==> src/rtl/spi_prof_pkg.sv <==
package spi_prof_pkg;
  localparam int FREQ_W = 14;
  localparam int MODULUS = 2048;

  typedef struct packed {
    logic [FREQ_W-1:0] freq;
    logic              loop_clr;
    logic              launch_rise;
    logic              latch_rise;
    logic              retime;
  } prof_cfg_t;
endpackage

==> src/rtl/prof_select.sv <==
module prof_select
  import spi_prof_pkg::*;
#(
  parameter int NPROF = 8,
  localparam int SEL_W = $clog2(NPROF)
) (
  input  logic [SEL_W-1:0]        sel,
  input  logic [NPROF*FREQ_W-1:0] freq_flat,
  input  logic [NPROF-1:0]        loop_clr,
  input  logic [NPROF-1:0]        launch_rise,
  input  logic [NPROF-1:0]        latch_rise,
  input  logic [NPROF-1:0]        retime,
  output prof_cfg_t               cfg
);
  prof_cfg_t slots [NPROF];

  for (genvar p = 0; p < NPROF; p++) begin : g_slot
    assign slots[p].freq        = freq_flat[p*FREQ_W +: FREQ_W];
    assign slots[p].loop_clr    = loop_clr[p];
    assign slots[p].launch_rise = launch_rise[p];
    assign slots[p].latch_rise  = latch_rise[p];
    assign slots[p].retime      = retime[p];
  end

  assign cfg = slots[sel];
endmodule

==> src/rtl/phase_acc.sv <==
module phase_acc
  import spi_prof_pkg::*;
#(
  parameter int MOD = MODULUS,
  localparam int ACC_W = $clog2(MOD),
  localparam int HALF = MOD / 2
) (
  input  logic              clk,
  input  logic              rst,
  input  logic              run,
  input  logic              clr_idle,
  input  logic [FREQ_W-1:0] freq,
  output logic              phase_next,
  output logic              phase_up,
  output logic              phase_down
);
  logic [ACC_W-1:0] acc_q;
  logic [ACC_W-1:0] step;
  logic [ACC_W:0]   sum;
  logic [ACC_W-1:0] acc_d;

  always_comb begin
    step = (freq > FREQ_W'(HALF)) ? ACC_W'(HALF) : freq[ACC_W-1:0];
    sum  = {1'b0, acc_q} + {1'b0, step};
    if (run)           acc_d = sum[ACC_W-1:0];
    else if (clr_idle) acc_d = '0;
    else               acc_d = acc_q;
  end

  assign phase_next = sum[ACC_W-1];
  assign phase_up   = run && !acc_q[ACC_W-1] &&  sum[ACC_W-1];
  assign phase_down = run &&  acc_q[ACC_W-1] && !sum[ACC_W-1];

  always_ff @(posedge clk) begin
    if (rst) acc_q <= '0;
    else     acc_q <= acc_d;
  end

  // a clamped step crosses a half boundary on every running cycle
  p_clamp_toggle_r4: assert property (@(posedge clk) disable iff (rst)
    (run && freq >= FREQ_W'(HALF)) |-> (phase_up || phase_down));
  // cleared while stopped with loop-clear
  p_idle_clear_r8: assert property (@(posedge clk) disable iff (rst)
    (!run && clr_idle) |=> (acc_q == '0));
  // held while stopped without loop-clear
  p_idle_hold_r8: assert property (@(posedge clk) disable iff (rst)
    (!run && !clr_idle) |=> (acc_q == $past(acc_q)));
endmodule

==> src/rtl/edge_strobes.sv <==
module edge_strobes (
  input  logic clk,
  input  logic rst,
  input  logic run,
  input  logic cpol,
  input  logic launch_rise,
  input  logic latch_rise,
  input  logic retime,
  input  logic phase_next,
  input  logic phase_up,
  input  logic phase_down,
  output logic sck_o,
  output logic launch_o,
  output logic latch_o
);
  logic pin_rise, pin_fall;
  logic launch_now, latch_now;
  logic latch_pend_q;

  always_comb begin
    pin_rise   = cpol ? phase_down : phase_up;
    pin_fall   = cpol ? phase_up   : phase_down;
    launch_now = launch_rise ? pin_rise : pin_fall;
    latch_now  = latch_rise  ? pin_rise : pin_fall;
  end

  always_ff @(posedge clk) begin
    if (rst) begin
      sck_o        <= 1'b0;
      launch_o     <= 1'b0;
      latch_o      <= 1'b0;
      latch_pend_q <= 1'b0;
    end else begin
      sck_o        <= run ? (phase_next ^ cpol) : cpol;
      launch_o     <= launch_now;
      latch_o      <= retime ? latch_pend_q : latch_now;
      latch_pend_q <= latch_now;
    end
  end

  // stopped means idle level and no launch
  p_idle_level_r2: assert property (@(posedge clk) disable iff (rst)
    !run |=> (sck_o == $past(cpol) && !launch_o));
  // launch strobe sits on the level the selected edge leads to
  p_launch_level_r5: assert property (@(posedge clk) disable iff (rst)
    launch_o |-> (sck_o == $past(launch_rise)));
endmodule

==> src/rtl/spi_clk_profile_gen.sv <==
module spi_clk_profile_gen
  import spi_prof_pkg::*;
#(
  parameter int NPROF = 8,
  parameter int MOD = MODULUS,
  localparam int SEL_W = $clog2(NPROF)
) (
  input  logic                    clk,
  input  logic                    rst,
  input  logic                    run,
  input  logic                    cpol,
  input  logic [SEL_W-1:0]        prof_sel,
  input  logic [NPROF*FREQ_W-1:0] prof_freq,
  input  logic [NPROF-1:0]        prof_loop_clr,
  input  logic [NPROF-1:0]        prof_launch_rise,
  input  logic [NPROF-1:0]        prof_latch_rise,
  input  logic [NPROF-1:0]        prof_retime,
  output logic                    sck,
  output logic                    launch,
  output logic                    latch
);
  prof_cfg_t cfg;
  logic ph_next, ph_up, ph_down;

  prof_select #(.NPROF(NPROF)) u_sel (
    .sel(prof_sel), .freq_flat(prof_freq), .loop_clr(prof_loop_clr),
    .launch_rise(prof_launch_rise), .latch_rise(prof_latch_rise),
    .retime(prof_retime), .cfg(cfg)
  );

  phase_acc #(.MOD(MOD)) u_acc (
    .clk(clk), .rst(rst), .run(run), .clr_idle(cfg.loop_clr),
    .freq(cfg.freq), .phase_next(ph_next), .phase_up(ph_up),
    .phase_down(ph_down)
  );

  edge_strobes u_str (
    .clk(clk), .rst(rst), .run(run), .cpol(cpol),
    .launch_rise(cfg.launch_rise), .latch_rise(cfg.latch_rise),
    .retime(cfg.retime), .phase_next(ph_next), .phase_up(ph_up),
    .phase_down(ph_down), .sck_o(sck), .launch_o(launch), .latch_o(latch)
  );

  // reset clears the outputs
  p_reset_r1: assert property (@(posedge clk)
    rst |=> (!sck && !launch && !latch));
endmodule

==> config.mk <==
export PLATFORM = sky130hd
export DESIGN_NAME = spi_clk_profile_gen
export DESIGN_NICKNAME = d
export VERILOG_FILES = /design/src/rtl/spi_prof_pkg.sv /design/src/rtl/prof_select.sv /design/src/rtl/phase_acc.sv /design/src/rtl/edge_strobes.sv /design/src/rtl/spi_clk_profile_gen.sv
export SDC_FILE = /design/constraint.sdc
export NUM_CORES = 1
export LEC_CHECK = 0
export BUFFER_PORTS_ARGS = -buffer_cell sky130_fd_sc_hd__clkbuf_2
export CAP_MARGIN = 20
export CORE_MARGIN = 5
export CORE_UTILIZATION = 30
export CTS_CLUSTER_DIAMETER = 100
export CTS_CLUSTER_SIZE = 8
export DETAILED_ROUTE_END_ITERATION = 16
export PLACE_DENSITY = 0.63
export SLEW_MARGIN = 10
export SYNTH_ARGS = -nofsm -noshare
export SYNTH_HDL_FRONTEND = slang
export SYNTH_HIERARCHICAL = 1
export SYNTH_SLANG_ARGS = --single-unit
export TNS_END_PERCENT = 10
==> constraint.sdc <==
create_clock -name clk -period 15.6 [get_ports clk]
set_clock_uncertainty 0.05 [all_clocks]
set_input_delay 4.68 -clock clk [delete_from_list [all_inputs] [get_ports clk]]
set_output_delay 4.68 -clock clk [all_outputs]
set_load 0.005 [all_outputs]
Word level (Yosys, flattened, before mapping):

Index checks and enable logic that the tools add are counted.

* order comparisons: 2
* mux-type cells: 12
* reductions and logical operators: 7
* bitwise gates (word level): 2
* add/subtract/negate cells: 1

Operators by type and width (number)
* 18-bit binary-select mux with 3-bit select: 1
* 18-bit two-way mux: 2
* 11-bit two-way mux: 3
* 14-bit by 11-bit greater-than comparator with 1-bit output, second input constant: 1
* 11-bit adder: 1
* 1-bit two-way mux: 6
* 4-bit >= comparator, second input constant: 1
* 1-bit logical AND: 4
* 3-bit NOT with 4-bit output: 1
* 1-bit zero test: 2
* 2-bit nonzero test: 1
* 1-bit bitwise XOR: 1

* input port bits: 151
* bits in registers: 15

Logic depth before layout (Yosys ltp):

Gate-level depths: netlist of the first run.

* word-level depth: 12
* gate-level depth with buffers: 17
* depth with buffers taken out: 15

Modules after synthesis:

Netlist of the first run, hierarchy kept.

Modules (own cells, without submodules)
* prof_select: area each 1221.2 um2, seq. area each 0.0 um2, instances 1, cells an instance 64
* phase_acc: area each 1014.7 um2, seq. area each 220.2 um2, instances 1, cells an instance 124
* edge_strobes: area each 161.4 um2, seq. area each 80.1 um2, instances 1, cells an instance 16

Least setup slack after synthesis of the first run:

Ideal clock, no wire load.

* path kind: input port to flip-flop
* start: input prof_sel[0]
* end: register u_str.latch_o
* required time: 15471 ps
* data arrival time: 8165 ps
* path buffers: 2
* path slack: 7306 ps
* stages: 16
* cells stage by stage: buf_6 buf_6 mux4_1 mux2_2 nor4_1 nand3_1 a2111oi_0 and2_1 ha_1 nand3_1 and4b_1 a211oi_2 nand3b_2 nor3_1 mux2i_1 a211oi_2

RTL lines
* from (decl): line spi_clk_profile_gen.sv:12 `input logic [SEL_W-1:0] prof_sel,`
* to (signal assigned): line edge_strobes.sv:36 `latch_o <= retime ? latch_pend_q : latch_now;`
* to (decl): line edge_strobes.sv:14 `output logic latch_o`

==> results of run 1 <==
==> flip-flops by register name, indices dropped and copies added, names as in the netlist <==
register	cells
u_acc/acc_q	11
u_str/latch_o	1
u_str/latch_pend_q	1
u_str/launch_o	1
u_str/sck_o	1
==> layout by cell type (no fill, tap or decap), types with 2 or more instances in the layout <==
cell      synthesis  final
a21oi_1          13     13
dfxtp_1          15     15
mux2_2           18     18
inv_1             6      6
and2_1            3      3
a21o_1            5      5
and2_2            7      7
clkbuf_8          0      3
nand3_1           4      4
mux4_1           36     36
xnor2_1           4      4
nand2_1           7      7
nor3_1            3      3
a211oi_2          2      2
ha_1             10     10
xor2_1            7      7
o21ai_0           4      4
mux2i_1           2      2
nor2_1           15     15
clkbuf_2          2    153
a31oi_1           2      2
nor3b_1           6      6
nor4_1            2      2
==> critical path: stages <==
cell,delay [ns]
clkbuf_2,0.75
mux4_1,0.66
mux2_2,0.29
nor4_1,0.32
nand3_1,0.11
a2111oi_0,0.56
and2_1,0.23
ha_1,0.25
nand3_1,0.12
and4b_1,0.23
a211oi_2,0.25
nand3b_2,0.16
nor3_1,0.25
mux2i_1,0.15
a211oi_2,0.24
==> power breakdown <==
part,leakage (nW),internal [W],switching (W)
clock network,0.0228,0.0000181,0.0000144
registers,0.122,0.0000405,0.00000114
logic,1.50,0.0000394,0.0000264
total,1.65,0.0000980,0.0000419
==> layer usage <==
layer	vias to the layer above	GRT usage [%]	part of all wire, %
li1	1138	-	-
met1	1064	17.7	41
met2	84	25.9	53
met3	6	1.89	4.8
met4	0	3.89	1.1
met5	-	0	0
==> cells by family after synthesis <==
group	count (synthesis)
AOI/OAI and AO/OA	38
xor gates and xnor gates	11
adders and majority gates	11
buffers and inverters	19
DFF	15
muxes	57
and+or+nand+nor	53
==> stage by stage <==
| step | cell area [um2] | setup slack [ns] | std cells | total power [W] | util (%) |
|---|---|---|---|---|---|
| after CTS | 3250 | 6.44 | 450 | 0.000141 | 41.8 |
| final | 3250 | 6.45 | 450 | 0.000140 | 41.8 |
| after detailed placement | 3210 | 6.25 | 446 | 0.000109 | 41.3 |
| after global routing | 3250 | 6.00 | 450 | 0.000149 | 41.8 |
| after floorplan | 2400 | 7.31 | 204 | 0.0000840 | - |
| after global placement | 3210 | 6.44 | 446 | 0.000108 | 41.3 |
==> path summary, 6_finish.rpt <==
path                    end
max           u_str/latch_o
min          u_acc/acc_q[5]
max reg2reg   u_str/latch_o
min reg2reg  u_acc/acc_q[5]
==> area by class of cell <==
type                       count  area [um2]  area share, %
multi-input combinational    170        1990           61.2
inverter                       6        22.5          0.693
tap                          102         128           3.93
clock buffer                   4        45.0           1.39
sequential                    15         300           9.24
timing repair buffer         153         766           23.6
==> impl_metrics.env, run 1 <==
export IMPL_status="completed"
export IMPL_grt_max_degree=37
export IMPL_synth_cells=204
export IMPL_finalNetCount=511
export IMPL_cts_tree="yes"
export IMPL_async_reset_ff_share_pct=0
export IMPL_routed_wl_mm=7.18
export IMPL_drt_initial_drc_count=39
export IMPL_synth_seq_cells=15
export IMPL_synth_simple_gate_area_share_pct=12.5
export IMPL_io_buffers=153
export IMPL_synth_top_family_by_area="multiplexers"
export IMPL_ios=154
export IMPL_yosys_most_used_dff="dfxtp_1"
export IMPL_fin_crit_ns=9.15
export IMPL_critPathLaunchType="primary input"
export IMPL_yosysSeqAreaShare_pct=12.5
export IMPL_worstRegToRegCells=9
export IMPL_final_fill_count=770
export IMPL_vias=2292
export IMPL_final_hold_viol_count=0
export IMPL_cp_required_ns=15.72
export IMPL_cts_buffers=3
export IMPL_fp_dieArea_um2=9880
export IMPL_grt_usage_pct=14.3
export IMPL_antenna_found_initial=0
export IMPL_hp_class="reg2reg"
export IMPL_drcViolationCount=0
export IMPL_rsz0062_at_grt="false"
export IMPL_yosysWarningCount=6
export IMPL_synth_area_per_cell_um2=11.8
export IMPL_fmax_mhz=109
export IMPL_critical_path_arrival_ns=9.27
export IMPL_synth_commonest_cells="mux4_1 (36), mux2_2 (18), dfxtp_1 (15), nor2_1 (15), a21oi_1 (13)"
export IMPL_start_util_pct=30.9
export IMPL_htreeDepth=1
export IMPL_slew_headroom_pct=31.8
export IMPL_whs_ns=0.431
export IMPL_area_growth_pct=35.6
export IMPL_synth_cell_area_um2=2400
export IMPL_p_per_area_nw_per_um2=43.0
export IMPL_dr_pass1_iters=4
export IMPL_synth_xor_area_share_pct=4.02
export IMPL_crit_type="in2reg"
export IMPL_synth_area_leaders="mux4_1 (39%), dfxtp_1 (13%), mux2_2 (8.5%)"
export IMPL_slew_violations=0
export IMPL_drive_above_1_share_pct=54.3
export IMPL_tns_ns=0
export IMPL_gp_congestion=0.848
export IMPL_leakage_nw=1.65
export IMPL_cts_setup_buffers=0
export IMPL_cp_end_kind="flip-flop"
export IMPL_dpl_hpwl_mm=6.29
export IMPL_regToRegSetupSlack_ns=13.14
export IMPL_cts_resized=0
export IMPL_synth_most_common_cell="mux4_1"
export IMPL_holdBufCountCts=0
export IMPL_clockBufferDepth=2
export IMPL_clock_sinks=15
export IMPL_worstHoldStart="u_acc/acc_q[5]"
export IMPL_vias_per_cell=5.09
export IMPL_drv_cap=0
export IMPL_synth_distinct_cells=46
export IMPL_cts_root_buf="clkbuf_8"
export IMPL_diodes=0
export IMPL_synth_adder_area_share_pct=6.05
export IMPL_syn_nets=366
export IMPL_min_period_over_period_pct=58.6
export IMPL_setup_violations=0
export IMPL_cp_startpoint="prof_sel[0]"
export IMPL_grt_pass1_vias=2480
export IMPL_yosysTopAreaCell="mux4_1"
export IMPL_synth_edf_count=0
export IMPL_r2r_start="u_acc/acc_q[0]"
export IMPL_holdPathStages=1
export IMPL_vdd_drop_max_uv=15.2
export IMPL_grt_pass1_wl_mm=11.4
export IMPL_die_w_um=99.4
export IMPL_ant_nets=0
export IMPL_tightestPinTransition_ns=1.02
export IMPL_synth_compound_area_share_pct=11.2
export IMPL_synth_top_cell_area_share_pct=39.5
export IMPL_clk_pin_slew_worst_paths_ns=0.07
export IMPL_fp_row_count=32
export IMPL_core_um2=7770
export IMPL_die_height_um=99.4
export IMPL_gr_total_overflow=0
export IMPL_synthMuxAreaShare_pct=49.2
export IMPL_wl_per_cell_um=16.0
export IMPL_worstSkewPairLatency_ns=0.25
export IMPL_crit_fanout=36
(Power assumes the default switching activity.)
==> inputs of run 2 (changes only) <==
==> constraint.sdc (replaced) <==
create_clock -name clk -period 8.8 [get_ports clk]
set_clock_uncertainty 0.05 [all_clocks]
set_input_delay 2.64 -clock clk [delete_from_list [all_inputs] [get_ports clk]]
set_output_delay 2.64 -clock clk [all_outputs]
set_load 0.005 [all_outputs]
==> impl_metrics.env, run 2 (synthesized netlist as in run 1, its figures left out) <==
export IMPL_worstRegToRegCells=9
export IMPL_final_hold_viol_count=0
export IMPL_dr_pass1_iters=4
export IMPL_grt_pass1_vias=2529
export IMPL_drt_initial_drc_count=74
export IMPL_clk_pin_slew_worst_paths_ns=0.06
export IMPL_cp_required_ns=8.93
export IMPL_die_height_um=99.4
export IMPL_clockBufferDepth=2
export IMPL_critPathLaunchType="primary input"
export IMPL_ios=154
export IMPL_critical_path_arrival_ns=7.00
export IMPL_final_common_cell="clkbuf_2"
export IMPL_start_util_pct=30.9
export IMPL_use_met1_pct=16.4
export IMPL_regToRegSetupSlack_ns=6.38
export IMPL_tns_ns=0
export IMPL_setup_violations=0
export IMPL_drcViolationCount=0
export IMPL_vias=2259
export IMPL_gr_total_overflow=0
export IMPL_largest_register="u_acc/acc_q"
export IMPL_vias_per_cell=5.01
export IMPL_status="completed"
export IMPL_worstSkewPairLatency_ns=0.24
export IMPL_fmax_mhz=145
export IMPL_fp_row_count=32
export IMPL_cts_tree="yes"
export IMPL_dpl_hpwl_mm=6.46
export IMPL_p_per_area_nw_per_um2=75.9
export IMPL_r2r_start="u_acc/acc_q[0]"
export IMPL_diodes=0
export IMPL_vdd_drop_max_uv=35.0
export IMPL_slew_violations=0
export IMPL_tightestPinTransition_ns=0.799
export IMPL_routed_wl_mm=7.30
export IMPL_final_fill_count=776
export IMPL_die_w_um=99.4
export IMPL_cp_end_kind="flip-flop"
export IMPL_fp_dieArea_um2=9880
export IMPL_grt_pass1_wl_mm=11.7
export IMPL_area_growth_pct=35.9
export IMPL_crit_type="in2reg"
export IMPL_cts_resized=0
export IMPL_crit_fanout=28
export IMPL_hp_class="reg2reg"
export IMPL_htreeDepth=1
export IMPL_use_met3_pct=3.44
export IMPL_io_buffers=153
export IMPL_clock_sinks=15
export IMPL_place_area_um2=3210
export IMPL_drive_above_1_share_pct=54.4
export IMPL_largest_reg_flops=11
export IMPL_utilization_pct=41.9
export IMPL_cp_startpoint="prof_sel[0]"
export IMPL_fin_crit_ns=6.88
export IMPL_cts_setup_buffers=0
export IMPL_grt_max_degree=37
export IMPL_grt_usage_pct=14.7
export IMPL_core_um2=7770
export IMPL_leakage_nw=1.65
export IMPL_grt_util_met2_pct=28.0
export IMPL_grt_busiest_layer="met2"
export IMPL_slew_headroom_pct=46.7
export IMPL_total_power_w=0.000247
export IMPL_cp_endpoint="u_str/latch_o"
export IMPL_r2r_end="u_str/latch_o"
export IMPL_ant_nets=0
export IMPL_cts_buffers=3
export IMPL_cts_root_buf="clkbuf_8"
export IMPL_min_period_over_period_pct=78.1
export IMPL_drv_cap=0
export IMPL_gp_congestion=0.813
export IMPL_wl_per_cell_um=16.2
export IMPL_antenna_found_initial=0
export IMPL_fin_area_um2=3260
export IMPL_holdBufCountCts=0
export IMPL_finalNetCount=512
export IMPL_layout_common_cells="clkbuf_2 (153), mux4_1 (36), mux2_2 (18)"
export IMPL_rsz0062_at_grt="false"
## run 2: layer usage
layer,share of wire [%],wire length (um)
met5,0,0
met4,0.97,71
met3,6.5,472
met2,54,3940
met1,39,2820
## run 2: worst min-delay path by stage
| stage | end | cells past startpoint | start |
|---|---|---|---|
| after floorplan | u_acc/acc_q[8] | 2 | u_acc/acc_q[8] |
| after global placement | u_acc/acc_q[8] | 2 | u_acc/acc_q[8] |
| after detailed placement | u_acc/acc_q[5] | 1 | u_acc/acc_q[5] |
| after CTS | u_acc/acc_q[8] | 2 | u_acc/acc_q[8] |
| after global routing | u_acc/acc_q[8] | 2 | u_acc/acc_q[8] |
| final | u_acc/acc_q[5] | 1 | u_acc/acc_q[5] |
## run 2: worst max-delay path, cell delays in order
cell and delay [ns]:
clkbuf_2 0.60, mux4_1 0.64, mux2_2 0.29, nor4_1 0.36, nand3_1 0.12, a2111oi_0 0.56, and2_1 0.21, ha_1 0.22
nand3_1 0.11, and4b_1 0.23, a211oi_2 0.25, nand3b_2 0.16, nor3_1 0.23, mux2i_1 0.15, a211oi_2 0.21
## run 2: cell type report
| cell class | instances | area (um2) | area share [%] |
|---|---|---|---|
| Inverter | 6 | 22.5 | 0.691 |
| Timing Repair Buffer | 154 | 773 | 23.7 |
| Multi-Input combinational cell | 170 | 1990 | 61.1 |
| Clock buffer | 4 | 45.0 | 1.38 |
| Tap cell | 102 | 128 | 3.92 |
| Sequential cell | 15 | 300 | 9.22 |
## run 2: stage by stage
stage / instances / setup WS, ns / hold slack [ns]
2_1_floorplan: 204 / 2.55 / 0.376
3_3_place_gp: 447 / 1.76 / 0.414
3_5_place_dp: 447 / 1.68 / 0.419
4_1_cts: 451 / 1.93 / 0.434
5_1_grt: 451 / 1.42 / 0.475
6_report: 451 / 1.92 / 0.439
## run 2: power breakdown
group	internal, W	switching [W]	total, W
clock network	0.0000321	0.0000246	0.0000567
registers	0.0000717	0.00000193	0.0000737
logic	0.0000702	0.0000469	0.000117
total	0.000174	0.0000734	0.000247
